--- src/rtl/updown_timer_pkg.sv ---
`timescale 1ns/1ps
// Shared types for the up/down timer: counting schemes, register indices
// and the decoded control word. Assumes a 3-bit word-indexed register port.
package updown_timer_pkg;
    typedef enum logic [1:0] {
        MODE_EDGE  = 2'b00,
        MODE_CDOWN = 2'b01,
        MODE_CUP   = 2'b10,
        MODE_CBOTH = 2'b11
    } cnt_mode_e;

    localparam int          ADDR_W   = 3;
    localparam logic [2:0]  A_CTRL   = 3'd0;
    localparam logic [2:0]  A_STAT   = 3'd1;
    localparam logic [2:0]  A_CNT    = 3'd2;
    localparam logic [2:0]  A_RELOAD = 3'd3;
    localparam logic [2:0]  A_CMP    = 3'd4;

    typedef struct packed {
        logic       remap;
        logic [1:0] clkdiv;
        logic       preload;
        cnt_mode_e  mode;
        logic       dir;
        logic       opm;
        logic       updis;
        logic       run;
    } ctrl_t;
endpackage

--- src/rtl/tmr_ctrl.sv ---
`timescale 1ns/1ps
// Control word holder. It decodes a 16-bit control write and discards a
// write that would leave edge counting while the timer runs. In the
// up/down schemes the direction bit is not writable. Single-shot stop
// clears the run bit. Assumes at most one write per cycle.
module tmr_ctrl
    import updown_timer_pkg::*;
(
    input  logic        clk,
    input  logic        rst_n,
    input  logic        wr_en,
    input  logic [15:0] wdata,
    input  logic        run_clr,
    input  logic        dir_now,
    output ctrl_t       cfg,
    output logic [15:0] rd_val
);
    ctrl_t     new_cfg;
    cnt_mode_e new_mode;
    logic      reject;
    logic      unused_bits;

    assign unused_bits = ^{wdata[15:12], wdata[10], wdata[7]};
    assign new_mode    = cnt_mode_e'(wdata[5:4]);

    // Decode the write data into a candidate control word.
    always_comb begin
        new_cfg.run     = wdata[0];
        new_cfg.updis   = wdata[1];
        new_cfg.opm     = wdata[2];
        new_cfg.mode    = new_mode;
        new_cfg.dir     = (new_mode != MODE_EDGE) ? cfg.dir : wdata[3];
        new_cfg.preload = wdata[6];
        new_cfg.clkdiv  = wdata[9:8];
        new_cfg.remap   = wdata[11];
    end

    // Flag a write that would leave edge counting while running.
    assign reject = cfg.run && (cfg.mode == MODE_EDGE) && (new_mode != MODE_EDGE);

    // Hold the control word; an accepted write wins over single-shot stop.
    always_ff @(posedge clk) begin
        if (!rst_n)                 cfg <= '0;
        else if (wr_en && !reject)  cfg <= new_cfg;
        else if (run_clr)           cfg.run <= 1'b0;
    end

    // Build the readback; the up/down schemes show the live direction.
    always_comb begin
        rd_val = {4'b0, cfg.remap, 1'b0, cfg.clkdiv, 1'b0, cfg.preload,
                  cfg.mode, (cfg.mode != MODE_EDGE) ? dir_now : cfg.dir,
                  cfg.opm, cfg.updis, cfg.run};
    end

    a_r6_no_scheme_switch: assert property (@(posedge clk) disable iff (!rst_n)
        (wr_en && cfg.run && cfg.mode == MODE_EDGE && wdata[5:4] != 2'b00)
        |=> (cfg.mode == MODE_EDGE));

    a_r10_single_shot_stop: assert property (@(posedge clk) disable iff (!rst_n)
        (run_clr && !wr_en) |=> !cfg.run);
endmodule

--- src/rtl/tmr_core.sv ---
`timescale 1ns/1ps
// Counter, direction state and reload registers. Edge counting wraps at
// the limit or at zero. The up/down schemes turn around at both ends.
// Every wrap or turn is a turn event, and it becomes an update event
// unless update-disable is set. A counter write overrides counting.
module tmr_core
    import updown_timer_pkg::*;
#(
    parameter int CNT_W = 32
)(
    input  logic             clk,
    input  logic             rst_n,
    input  ctrl_t            cfg,
    input  logic             cnt_wr,
    input  logic [CNT_W-1:0] cnt_wval,
    input  logic             arr_wr,
    input  logic [CNT_W-1:0] arr_wval,
    output logic [CNT_W-1:0] cnt_q,
    output logic [CNT_W-1:0] arr_shadow,
    output logic [CNT_W-1:0] arr_act,
    output logic             count_down,
    output logic             uev
);
    localparam logic [CNT_W-1:0] ONE = CNT_W'(1);

    logic             dir_q;
    logic             center;
    logic             at_top;
    logic             at_bot;
    logic             turn;
    logic [CNT_W-1:0] cnt_next;

    assign center     = (cfg.mode != MODE_EDGE);
    assign count_down = center ? dir_q : cfg.dir;
    assign at_top     = (cnt_q == arr_act);
    assign at_bot     = (cnt_q == '0);
    assign turn       = cfg.run && (count_down ? at_bot : at_top);
    assign uev        = turn && !cfg.updis;

    // Choose the next count from the scheme, direction and end points.
    always_comb begin
        if (!count_down) begin
            if (at_top) cnt_next = center ? ((arr_act == '0) ? '0 : arr_act - ONE) : '0;
            else        cnt_next = cnt_q + ONE;
        end else begin
            if (at_bot) cnt_next = center ? ((arr_act == '0) ? '0 : ONE) : arr_act;
            else        cnt_next = cnt_q - ONE;
        end
    end

    // Counter register: a write wins, otherwise advance while running.
    always_ff @(posedge clk) begin
        if (!rst_n)        cnt_q <= '0;
        else if (cnt_wr)   cnt_q <= cnt_wval;
        else if (cfg.run)  cnt_q <= cnt_next;
    end

    // Direction state: flips at turns in up/down schemes, else follows control.
    always_ff @(posedge clk) begin
        if (!rst_n)       dir_q <= 1'b0;
        else if (center)  dir_q <= turn ? ~dir_q : dir_q;
        else              dir_q <= cfg.dir;
    end

    // Reload buffer: holds the last written limit.
    always_ff @(posedge clk) begin
        if (!rst_n)      arr_shadow <= '0;
        else if (arr_wr) arr_shadow <= arr_wval;
    end

    // Active limit: direct write when unbuffered, buffer copy on update event.
    always_ff @(posedge clk) begin
        if (!rst_n)                       arr_act <= '0;
        else if (arr_wr && !cfg.preload)  arr_act <= arr_wval;
        else if (uev && cfg.preload)      arr_act <= arr_shadow;
    end

    a_r3_up_wrap: assert property (@(posedge clk) disable iff (!rst_n)
        (cfg.run && !center && !cfg.dir && at_top && !cnt_wr) |=> (cnt_q == '0));

    a_r4_down_reload: assert property (@(posedge clk) disable iff (!rst_n)
        (cfg.run && !center && cfg.dir && at_bot && !cnt_wr) |=> (cnt_q == $past(arr_act)));

    a_r5_turn_down: assert property (@(posedge clk) disable iff (!rst_n)
        (cfg.run && center && !dir_q && at_top) |=> dir_q);

    a_r8_buffer_hold: assert property (@(posedge clk) disable iff (!rst_n)
        (cfg.preload && !uev) |=> $stable(arr_act));
endmodule

--- src/rtl/tmr_compare.sv ---
`timescale 1ns/1ps
// Compare match for the single channel. A match counts only while the
// timer runs and the current direction is one the scheme allows.
// Purely combinational; the flag register lives in the top level.
module tmr_compare
    import updown_timer_pkg::*;
#(
    parameter int CNT_W = 32
)(
    input  logic [CNT_W-1:0] cnt_q,
    input  logic [CNT_W-1:0] ccr,
    input  cnt_mode_e        mode,
    input  logic             count_down,
    input  logic             run,
    output logic             hit
);
    logic dir_ok;

    // Pick the allowed direction for the scheme.
    always_comb begin
        case (mode)
            MODE_CDOWN: dir_ok = count_down;
            MODE_CUP:   dir_ok = !count_down;
            default:    dir_ok = 1'b1;
        endcase
    end

    assign hit = run && dir_ok && (cnt_q == ccr);
endmodule

--- src/rtl/tmr_clkdiv.sv ---
`timescale 1ns/1ps
// Sampling strobe generator. A free-running counter gives a strobe at the
// full, half or quarter timer rate. The reserved code gives the full rate.
module tmr_clkdiv #(
    parameter int DIV_W = 2
)(
    input  logic       clk,
    input  logic       rst_n,
    input  logic [1:0] sel,
    output logic       tick
);
    logic [DIV_W-1:0] ctr;

    // Free-running phase counter.
    always_ff @(posedge clk) begin
        if (!rst_n) ctr <= '0;
        else        ctr <= ctr + DIV_W'(1);
    end

    // Decode the strobe for the selected ratio.
    always_comb begin
        case (sel)
            2'b01:   tick = (ctr[0] == 1'b0);
            2'b10:   tick = (ctr[1:0] == 2'b00);
            default: tick = 1'b1;
        endcase
    end

    a_r12_full_rate: assert property (@(posedge clk) disable iff (!rst_n)
        (sel == 2'b00) |-> tick);
endmodule

--- src/rtl/updown_timer.sv ---
`timescale 1ns/1ps
// Top level of the up/down timer. It decodes register writes, merges
// 16-bit writes into the low half, holds the compare value and the two
// status flags, and muxes the readback. Assumes CNT_W is 17 to 32.
module updown_timer
    import updown_timer_pkg::*;
#(
    parameter int CNT_W = 32
)(
    input  logic        clk,
    input  logic        rst_n,
    input  logic [2:0]  bus_addr,
    input  logic        bus_wr,
    input  logic        bus_wide,
    input  logic [31:0] bus_wdata,
    output logic [31:0] bus_rdata,
    output logic        upd_flag,
    output logic        cmp_flag,
    output logic        sample_tick
);
    ctrl_t            cfg;
    logic [15:0]      ctrl_rd;
    logic             ctrl_wr, stat_wr, cnt_wr, arr_wr, ccr_wr;
    logic [CNT_W-1:0] cnt_q, arr_shadow, arr_act, ccr_q;
    logic [CNT_W-1:0] cnt_wval, arr_wval, ccr_wval;
    logic             count_down, uev, hit;
    logic [31:0]      cnt_rb;

    assign ctrl_wr = bus_wr && (bus_addr == A_CTRL);
    assign stat_wr = bus_wr && (bus_addr == A_STAT);
    assign cnt_wr  = bus_wr && (bus_addr == A_CNT);
    assign arr_wr  = bus_wr && (bus_addr == A_RELOAD);
    assign ccr_wr  = bus_wr && (bus_addr == A_CMP);

    // Merge a 16-bit write into the low half of each wide register.
    always_comb begin
        cnt_wval = bus_wide ? bus_wdata[CNT_W-1:0] : {cnt_q[CNT_W-1:16],      bus_wdata[15:0]};
        arr_wval = bus_wide ? bus_wdata[CNT_W-1:0] : {arr_shadow[CNT_W-1:16], bus_wdata[15:0]};
        ccr_wval = bus_wide ? bus_wdata[CNT_W-1:0] : {ccr_q[CNT_W-1:16],      bus_wdata[15:0]};
    end

    tmr_ctrl u_ctrl (
        .clk(clk), .rst_n(rst_n), .wr_en(ctrl_wr), .wdata(bus_wdata[15:0]),
        .run_clr(uev && cfg.opm), .dir_now(count_down), .cfg(cfg), .rd_val(ctrl_rd)
    );

    tmr_core #(.CNT_W(CNT_W)) u_core (
        .clk(clk), .rst_n(rst_n), .cfg(cfg),
        .cnt_wr(cnt_wr), .cnt_wval(cnt_wval), .arr_wr(arr_wr), .arr_wval(arr_wval),
        .cnt_q(cnt_q), .arr_shadow(arr_shadow), .arr_act(arr_act),
        .count_down(count_down), .uev(uev)
    );

    tmr_compare #(.CNT_W(CNT_W)) u_cmp (
        .cnt_q(cnt_q), .ccr(ccr_q), .mode(cfg.mode), .count_down(count_down),
        .run(cfg.run), .hit(hit)
    );

    tmr_clkdiv #(.DIV_W(2)) u_div (
        .clk(clk), .rst_n(rst_n), .sel(cfg.clkdiv), .tick(sample_tick)
    );

    // Compare value register.
    always_ff @(posedge clk) begin
        if (!rst_n)      ccr_q <= '0;
        else if (ccr_wr) ccr_q <= ccr_wval;
    end

    // Status flags: an event sets, a write of 1 clears, and a set wins.
    always_ff @(posedge clk) begin
        if (!rst_n) begin
            upd_flag <= 1'b0;
            cmp_flag <= 1'b0;
        end else begin
            if (uev)                       upd_flag <= 1'b1;
            else if (stat_wr && bus_wdata[0]) upd_flag <= 1'b0;
            if (hit)                       cmp_flag <= 1'b1;
            else if (stat_wr && bus_wdata[1]) cmp_flag <= 1'b0;
        end
    end

    // Counter readback with optional update flag in the top bit.
    always_comb begin
        cnt_rb = 32'(cnt_q);
        if (cfg.remap) cnt_rb[31] = upd_flag;
    end

    // Readback multiplexer.
    always_comb begin
        case (bus_addr)
            A_CTRL:   bus_rdata = {16'b0, ctrl_rd};
            A_STAT:   bus_rdata = {30'b0, cmp_flag, upd_flag};
            A_CNT:    bus_rdata = cnt_rb;
            A_RELOAD: bus_rdata = 32'(arr_shadow);
            A_CMP:    bus_rdata = 32'(ccr_q);
            default:  bus_rdata = '0;
        endcase
    end

    a_r9_disable_holds_flag: assert property (@(posedge clk) disable iff (!rst_n)
        (cfg.updis && !upd_flag) |=> !upd_flag);

    a_r7_up_scheme_skips_down: assert property (@(posedge clk) disable iff (!rst_n)
        (cfg.mode == MODE_CUP && count_down && !cmp_flag) |=> !cmp_flag);
endmodule

--- config.mk ---
export PLATFORM = sky130hd
export DESIGN_NAME = updown_timer
export DESIGN_NICKNAME = d
export VERILOG_FILES = /design/src/rtl/updown_timer_pkg.sv /design/src/rtl/tmr_ctrl.sv /design/src/rtl/tmr_core.sv /design/src/rtl/tmr_compare.sv /design/src/rtl/tmr_clkdiv.sv /design/src/rtl/updown_timer.sv
export SDC_FILE = /design/constraint.sdc
export NUM_CORES = 1
export LEC_CHECK = 0
export ABC_AREA = 1
export CAP_MARGIN = 40
export CORE_UTILIZATION = 45
export DETAILED_ROUTE_END_ITERATION = 10
export DONT_BUFFER_PORTS = 1
export GPL_ROUTABILITY_DRIVEN = 1
export SYNTH_ARGS = -nofsm -noshare
export SYNTH_HDL_FRONTEND = slang
export SYNTH_HIERARCHICAL = 1
export SYNTH_SLANG_ARGS = --single-unit
--- constraint.sdc ---
create_clock -name clk -period 3.9 [get_ports clk]
set_input_delay 0.39 -clock clk [delete_from_list [all_inputs] [get_ports clk]]
set_output_delay 0.39 -clock clk [all_outputs]
set_load 0.01 [all_outputs]
==> parameters.txt, run 1 <==
Parameter                              Value

Timing
  Total count of hold-check failures in the final report ... 0
  Total Negative Setup Slacks ... 0 ns
  Count of final setup violators ... 0
  Achievable Freq ... 0.331 GHz
  Fin crit share ... 0.775
  Clock skew ... about 0.018 ns
  Measured slew at the worst slew-check pin ... 0.889 ns
  Worst hold-check slack ... around 0.062 ns
  Final slew viol count ... 0
  Clock period minus final worst setup slack ... 3.02 ns
  Setup repair after global routing missed its margin ... no
  Relative max-transition margin ... 0.407

Power
  Leakage Power ... approximately 6.3 nW
  Total power ... between 4 and 5 mW
  Power density relative to cell area ... 325 nW/um2
  Max VDD drop ... between 0.2 and 0.3 mV

Critical path
  Launching point of the worst reg2reg path ... u_core/cnt_q[0]
  Endpoint of the worst register-to-register path ... u_core/arr_act[31]
  Signal arrival time at the worst endpoint ... 3.37 ns
  Category of the worst setup path capture point ... flip-flop
  Series of cell instances along the critical path ... inv_2 > ha_1 > inv_1 > nor3_1 > nand3_2 > nor2_8 > nor2_8 > nor2_8 > nand4_4 > nand2_4 > inv_4 > nor2_1 > nor2_1
  Required arrival time at the worst endpoint ... approximately 4.3 ns
  Max stage delay cell, worst path ... sky130_fd_sc_hd__dfxtp_1
  Worst setup path class ... reg -> reg
  Crit path max fanout ... 33
  Worst Reg-to-Reg Cells ... 13
  Minimum setup slack among reg-to-reg paths ... 0.88 ns
  Stage delay of the slowest cell on the critical path ... ~0.58 ns
  Cell mode on critical path ... sky130_fd_sc_hd__nor2_8
  Startpoint kind of the worst setup timing path ... flip-flop

Synth
  Post-synthesis instance area ... about 13000 um2
  Sequential area share after synthesis ... 0.220
  Total number of yosys warnings ... 6
  Count of different cell masters after synthesis ... 46
  Cell taking the most area after synthesis ... sky130_fd_sc_hd__dfxtp_1
  Proportion of synthesized flip-flops having asynchronous set or reset ... 0
  Top post-synthesis cells by area ... sky130_fd_sc_hd__dfxtp_1 22%, sky130_fd_sc_hd__nand2_1 21%, sky130_fd_sc_hd__nor2_1 9.4%
  Gate count after technology mapping ... between 2000 and 2500
  Most used DFF post-synth ... sky130_fd_sc_hd__dfxtp_1
  Register bit total from synthesis ... 143
  Area share of the largest cell type after synthesis ... 0.220
  Synthesized area per cell ... about 5.7 um2
  Cell with the most instances after synthesis ... sky130_fd_sc_hd__nand2_1
  Most common library cells after synthesis ... 721 x sky130_fd_sc_hd__nand2_1, 324 x sky130_fd_sc_hd__nor2_1, 247 x sky130_fd_sc_hd__inv_1
  Number of enable flip-flop cells after synthesis ... 0

CTS
  Number of buffers added to fix hold violations after cts ... 0
  H-tree Lvls ... 4
  Clock latency on the worst-skew pair ... 0.43 ns
  Clk root buf ... sky130_fd_sc_hd__clkbuf_16
  Number of gates resized after CTS ... 0
  TritonCTS clock tree ... done
  TritonCTS Buffers ... 17
  Maximum count of clock buffers along a single path ... 2
  Setup repair bufs after CTS ... 0
  Clock transition at the register clock pins on the worst setup and hold paths after CTS ... around 0.070 ns
  Clock Sinks ... approximately 140

Drt
  Total Wirelength ... approximately 56 mm
  Number of violations reported at the end of detailed-routing iteration 0 ... between 2000 and 2500
  Initial DRT Pass Iterations ... 6
  Average wire length per cell after detail routing ... around 21 um
  Number of remaining DRC errors ... 0
  Vias per inst ... 5.61
  Remaining antenna violation count ... 0
  Via count ... 14646

Hold path
  Min-Delay Endpoint ... u_div/ctr[1]
  Path category of the worst min-delay check ... in -> reg
  Min-delay src ... rst_n
  Worst hold path cell count ... 2

Cells and area
  Final std cells w/o fill ... roughly 2600
  # fillers ... ~3200
  P&R area growth vs syn ... 4.70%
  Fraction of layout instances using a drive strength above 1 ... 0.0968
  # nets final ... approximately 2300
  Antenna Cells ... 0

Status
  Run status ... completed

Flow run
  Max-Cap Viols ... 0

Floorplanning
  Vertical die dimension ... ~170 um
  Die width ... around 170 um
  Total Die Area ... approximately 30000 um2
  Core footprint ... 28100 um2
  I/O pin count ... 74
  Initial Utilization ... 0.463
  Total number of placement rows ... 61

Placement
  Last weighted congestion value of the routability-driven placer ... between 1 and 1.5
  HPWL Detailed ... 42.8 mm
  Number of cells in the design after placement ... approximately 2600
  Count of buffers from port buffering ... 0

GRT
  Via count of the first global-routing pass ... ~13000
  GRT Resource Usage Total ... 0.382
  Total grt overflow ... 0
  Initial antenna violation count ... 0
  First-pass GRT wire length ... about 83 mm
  Maximum number of pins on one net before global-route repair ... 103
final cells by class:
type                       instances  area [um2]  area share
tap                              378         473      0.0348
multi-input combinational       1736        8330       0.612
timing repair buffer              33         275      0.0202
clock inverter                    14         148      0.0108
clock buffer                      18         429      0.0315
inverter                         288        1090      0.0804
sequential                       143        2860       0.210
how the worst max path moves through the flow:
stage / depth (start not counted) / endpoint / from / slack, ns
2_1_floorplan: 15 / u_core/arr_act[10] / u_core/cnt_q[0] / 1.78
3_3_place_gp: 15 / u_core/arr_act[31] / u_core/cnt_q[26] / 1.01
3_5_place_dp: 15 / u_core/arr_act[31] / u_core/cnt_q[26] / 1.01
4_1_cts: 15 / u_core/arr_act[31] / u_core/cnt_q[26] / 0.95
5_1_grt: 15 / u_core/arr_act[31] / u_core/cnt_q[26] / 0.60
6_report: 13 / u_core/arr_act[31] / u_core/cnt_q[0] / 0.88
layer usage:
layer  track usage  vias up  routed length [um]
met3        0.0584      117                5200
li1              -     7005                   -
met1         0.541     6747               24400
met4         0.166        0                2360
met2         0.569      777               23800
met5             0        -                   0
registers in the layout, summed over array words and instances (netlist names), 2 cells and up:
register           count
u_core/arr_act        32
u_div/ctr              2
u_core/arr_shadow     32
u_ctrl/cfg            10
ccr_q                 32
u_core/cnt_q          32
stage by stage:
stage	utilization	setup slack (ns)	area, um2
after global routing	0.485	0.599	13600
after floorplan	-	1.78	13000
final	0.485	0.877	13600
after detailed placement	0.464	1.01	13000
after CTS	0.485	0.950	13600
after global placement	0.462	1.01	13000
power breakdown:
| group | switching [mW] | internal [mW] |
|---|---|---|
| Combinational | 0.830 | 0.349 |
| Clock | 0.733 | 0.903 |
| Sequential | 0.0977 | 1.51 |
| Total | 1.66 | 2.76 |
cell usage in the layout, fill, tap and decap left out, types with 15 or more instances in the layout:
| master | instances |
|---|---|
| sky130_fd_sc_hd__nor2_2 | 64 |
| sky130_fd_sc_hd__a21oi_1 | 85 |
| sky130_fd_sc_hd__nor3_1 | 19 |
| sky130_fd_sc_hd__o21ai_0 | 132 |
| sky130_fd_sc_hd__buf_4 | 31 |
| sky130_fd_sc_hd__o21bai_1 | 16 |
| sky130_fd_sc_hd__dfxtp_1 | 143 |
| sky130_fd_sc_hd__o211ai_1 | 19 |
| sky130_fd_sc_hd__nand2_1 | 720 |
| sky130_fd_sc_hd__clkbuf_16 | 17 |
| sky130_fd_sc_hd__o21ai_1 | 48 |
| sky130_fd_sc_hd__a22oi_1 | 15 |
| sky130_fd_sc_hd__inv_2 | 36 |
| sky130_fd_sc_hd__inv_1 | 247 |
| sky130_fd_sc_hd__nand3_1 | 99 |
| sky130_fd_sc_hd__xor2_1 | 58 |
| sky130_fd_sc_hd__nor2_1 | 321 |
| sky130_fd_sc_hd__nand4_1 | 50 |
critical path, delay by kind of cell (launching register included):
kind / cells / cell delay (ns)
flip-flops: 1 / 0.58
adder cells (fa/ha/maj): 1 / 0.25
AND/OR/NAND/NOR: 9 / 1.27
buffers and inverters: 3 / 0.82
cell families (layout without fill, tap and decap cells):
group / after synthesis / in the layout / synth area share
AOI/OAI and AO/OA: 322 / 322 / 0.135
buffers and inverters: 416 / 353 / 0.143
muxes: 1 / 1 / 0.000866
xor gates and xnor gates: 70 / 70 / 0.0472
DFF: 143 / 143 / 0.220
adders and majority gates: 9 / 9 / 0.00866
other: 1 / 6 / 0.000288
and+or+nand+nor: 1328 / 1328 / 0.445
Power figures use the tool's default switching activity.
==> run 2, diff against run 1 <==
Clock period 3.9 ns to 2.55 ns, I/O delays scaled along.
==> run 2 against run 1 <==
Final cell count increased by 5.1%. Worst setup slack worse by 0.84 ns. Via count grew 5.2%. Clock-buffer cell count stayed put. Critical path depth shrank 2. Global-route usage up 2.9 points. Sequential share of layout area down 1.7 points. Final area grew 9.1%. Power grew 65%. Non-clock buffer count up 134.
==> parameters.txt, run 2 (synthesized netlist as in run 1, its figures left out) <==
Parameter                              Value

Placement
  Number of cells in the design after placement ... 2675 (+3.8%)
  HPWL Detailed ... 45.5 mm (+6.3%)
  Last weighted congestion value of the routability-driven placer ... 1.05 (+2.6%)
  Count of buffers from port buffering ... 0 (unchanged)

Floorplanning
  I/O pin count ... 74 (unchanged)
  Initial Utilization ... 0.463 (unchanged)
  Total number of placement rows ... 61 (unchanged)
  Core footprint ... 28100 um2 (unchanged)
  Die width ... 172 um (unchanged)
  Vertical die dimension ... 172 um (unchanged)
  Total Die Area ... 29600 um2 (unchanged)

GRT
  Initial antenna violation count ... 1 (+1)
  First-pass GRT wire length ... 88.0 mm (+6.1%)
  GRT Resource Usage Total ... 0.411 (+0.0292)
  Total grt overflow ... 0 (unchanged)
  Maximum number of pins on one net before global-route repair ... 99 (-3.9%)
  Via count of the first global-routing pass ... 13769 (+4.6%)

CTS
  Clk root buf ... sky130_fd_sc_hd__clkbuf_16
  H-tree Lvls ... 4 (unchanged)
  TritonCTS clock tree ... done
  TritonCTS Buffers ... 17 (unchanged)
  Clock latency on the worst-skew pair ... 0.45 ns (+0.02 ns)
  Clock Sinks ... 143 (unchanged)
  Maximum count of clock buffers along a single path ... 2 (unchanged)
  Clock transition at the register clock pins on the worst setup and hold paths after CTS ... 0.07 ns (about the same)

Critical path
  Endpoint of the worst register-to-register path ... u_core/cnt_q[30]
  Worst Reg-to-Reg Cells ... 11 (-2)
  Launching point of the worst reg2reg path ... u_core/cnt_q[14]
  End of the critical path ... u_core/cnt_q[30]
  Minimum setup slack among reg-to-reg paths ... 0.04 ns (-0.84 ns)
  Start point of the critical path ... u_core/cnt_q[14]
  Category of the worst setup path capture point ... flip-flop
  Worst setup path class ... reg -> reg
  Startpoint kind of the worst setup timing path ... flip-flop
  Crit path max fanout ... 8 (-76%)
  Signal arrival time at the worst endpoint ... 2.90 ns (-0.47 ns)
  Required arrival time at the worst endpoint ... 2.94 ns (-1.31 ns)

Cells and area
  Most used cells in the layout excluding fill and tap cells ... 718 x sky130_fd_sc_hd__nand2_1, 318 x sky130_fd_sc_hd__nor2_1, 247 x sky130_fd_sc_hd__inv_1
  # nets final ... 2401 (+5.9%)
  Antenna Cells ... 0 (unchanged)
  Final std cells w/o fill ... 2744 (+5.1%)
  # fillers ... 3060 (-3.4%)
  Commonest non-fill, non-tap cell in the layout ... sky130_fd_sc_hd__nand2_1
  P&R area growth vs syn ... 14.3%
  Fraction of layout instances using a drive strength above 1 ... 0.142 (+0.0448)

Timing
  Clock skew ... 0.0110 ns (-0.00744 ns)
  Fin crit share ... 0.984 (+0.209)
  Total count of hold-check failures in the final report ... 0 (unchanged)
  Measured slew at the worst slew-check pin ... 0.768 ns (-0.121 ns)
  Worst hold-check slack ... 0.0300 ns (-0.0316 ns)
  Final slew viol count ... 0 (unchanged)
  Count of final setup violators ... 0 (unchanged)
  Clock period minus final worst setup slack ... 2.51 ns (-0.515 ns)
  Achievable Freq ... 0.399 GHz (+21%)
  Relative max-transition margin ... 0.484 (+0.0769)
  Setup repair after global routing missed its margin ... yes

Drt
  Via count ... 15406 (+5.2%)
  Number of remaining DRC errors ... 0 (unchanged)
  Average wire length per cell after detail routing ... 21.9 um (+2.8%)
  Remaining antenna violation count ... 0 (unchanged)
  Number of violations reported at the end of detailed-routing iteration 0 ... 2286 (+8.9%)
  Vias per inst ... 5.61 (about the same)
  Initial DRT Pass Iterations ... 6 (unchanged)
  Total Wirelength ... 60.2 mm (+8.0%)

Power
  Max VDD drop ... 0.518 mV (+82%)
  Power density relative to cell area ... 491 nW/um2 (+51%)
  Leakage Power ... 7.04 nW (+11%)

Hold path
  Path category of the worst min-delay check ... in -> reg

Flow run
  Max-Cap Viols ... 0 (unchanged)

Status
  Run status ... completed
==> run 2: changes by cell type in the layout (fill, tap and decap cells not counted), sizes merged <==
cell and change:
buf +101, bufinv +1, clkinv +1, clkinvlp -1, dlygate4sd3 +33, inv -1
==> run 2: worst max-delay path: stages (launching register included) <==
cell	delay, ns
sky130_fd_sc_hd__dfxtp_1	0.59
sky130_fd_sc_hd__buf_4	0.23
sky130_fd_sc_hd__nand2_1	0.05
sky130_fd_sc_hd__nor2_1	0.37
sky130_fd_sc_hd__nand2_1	0.14
sky130_fd_sc_hd__nor3_1	0.38
sky130_fd_sc_hd__buf_4	0.19
sky130_fd_sc_hd__xor2_1	0.15
sky130_fd_sc_hd__nand2_1	0.07
sky130_fd_sc_hd__nand3_1	0.09
sky130_fd_sc_hd__nand2_1	0.07
sky130_fd_sc_hd__a21oi_2	0.12
==> run 2: repair_timing <==
action / CTS / global route
endpoints found under the hold margin: 114 / 0
gates resized for setup: 1 / 22
endpoints found under the setup margin: 1 / 38
buffers inserted: 0 / 3
pin swaps: 0 / 1
hold buffers: 34 / 0
==> run 2: per-layer routing <==
layer,track usage,vias up,part of all wire,wire [um]
met1,0.578,7042,0.44,26200
li1,-,7264,-,-
met5,0,-,0.00022,13
met2,0.590,954,0.41,24600
met4,0.196,2,0.048,2890
met3,0.0886,144,0.11,6500
==> run 2: how the worst min path moves through the flow <==
stage | start | endpoint | slack [ns] | depth (start not counted)
after global routing | bus_wide | u_core/arr_shadow[27] | 0.03 | 3
after CTS | bus_wdata[4] | u_core/cnt_q[4] | 0.01 | 2
final | bus_wdata[0] | upd_flag | 0.03 | 3
after floorplan | rst_n | u_div/ctr[1] | 0.35 | 2
after global placement | rst_n | u_div/ctr[1] | 0.36 | 2
after detailed placement | rst_n | u_div/ctr[1] | 0.37 | 2
==> run 2: metrics by stage <==
stage	utilization	instance area (um2)	setup WS, ns	power (mW)	setup TNS (ns)
final	0.529	14900	0.0412	7.29	0
after global routing	0.529	14900	-0.0281	7.54	-0.0305
after CTS	0.526	14800	0.0757	7.20	0
after detailed placement	0.492	13800	0.0279	4.42	0
after global placement	0.491	13800	-0.0550	4.44	-0.0687
after floorplan	-	13000	0.435	3.74	0
==> run 2: area by class of cell <==
cell class | instances | area [um2] | share of cell area
Clock buffer | 18 | 429 | 0.0289
Clock inverter | 14 | 176 | 0.0119
Inverter | 288 | 1090 | 0.0736
Multi-Input combinational cell | 1736 | 8360 | 0.563
Sequential cell | 143 | 2880 | 0.194
Tap cell | 378 | 473 | 0.0318
Timing Repair Buffer | 167 | 1440 | 0.0971
==> run 2: power by group <==
| group | internal, mW | total (mW) | leakage [nW] | switching, mW |
|---|---|---|---|---|
| combinational | 0.694 | 2.16 | 5.58 | 1.47 |
| clock | 1.49 | 2.71 | 0.292 | 1.23 |
| sequential | 2.31 | 2.41 | 1.17 | 0.105 |
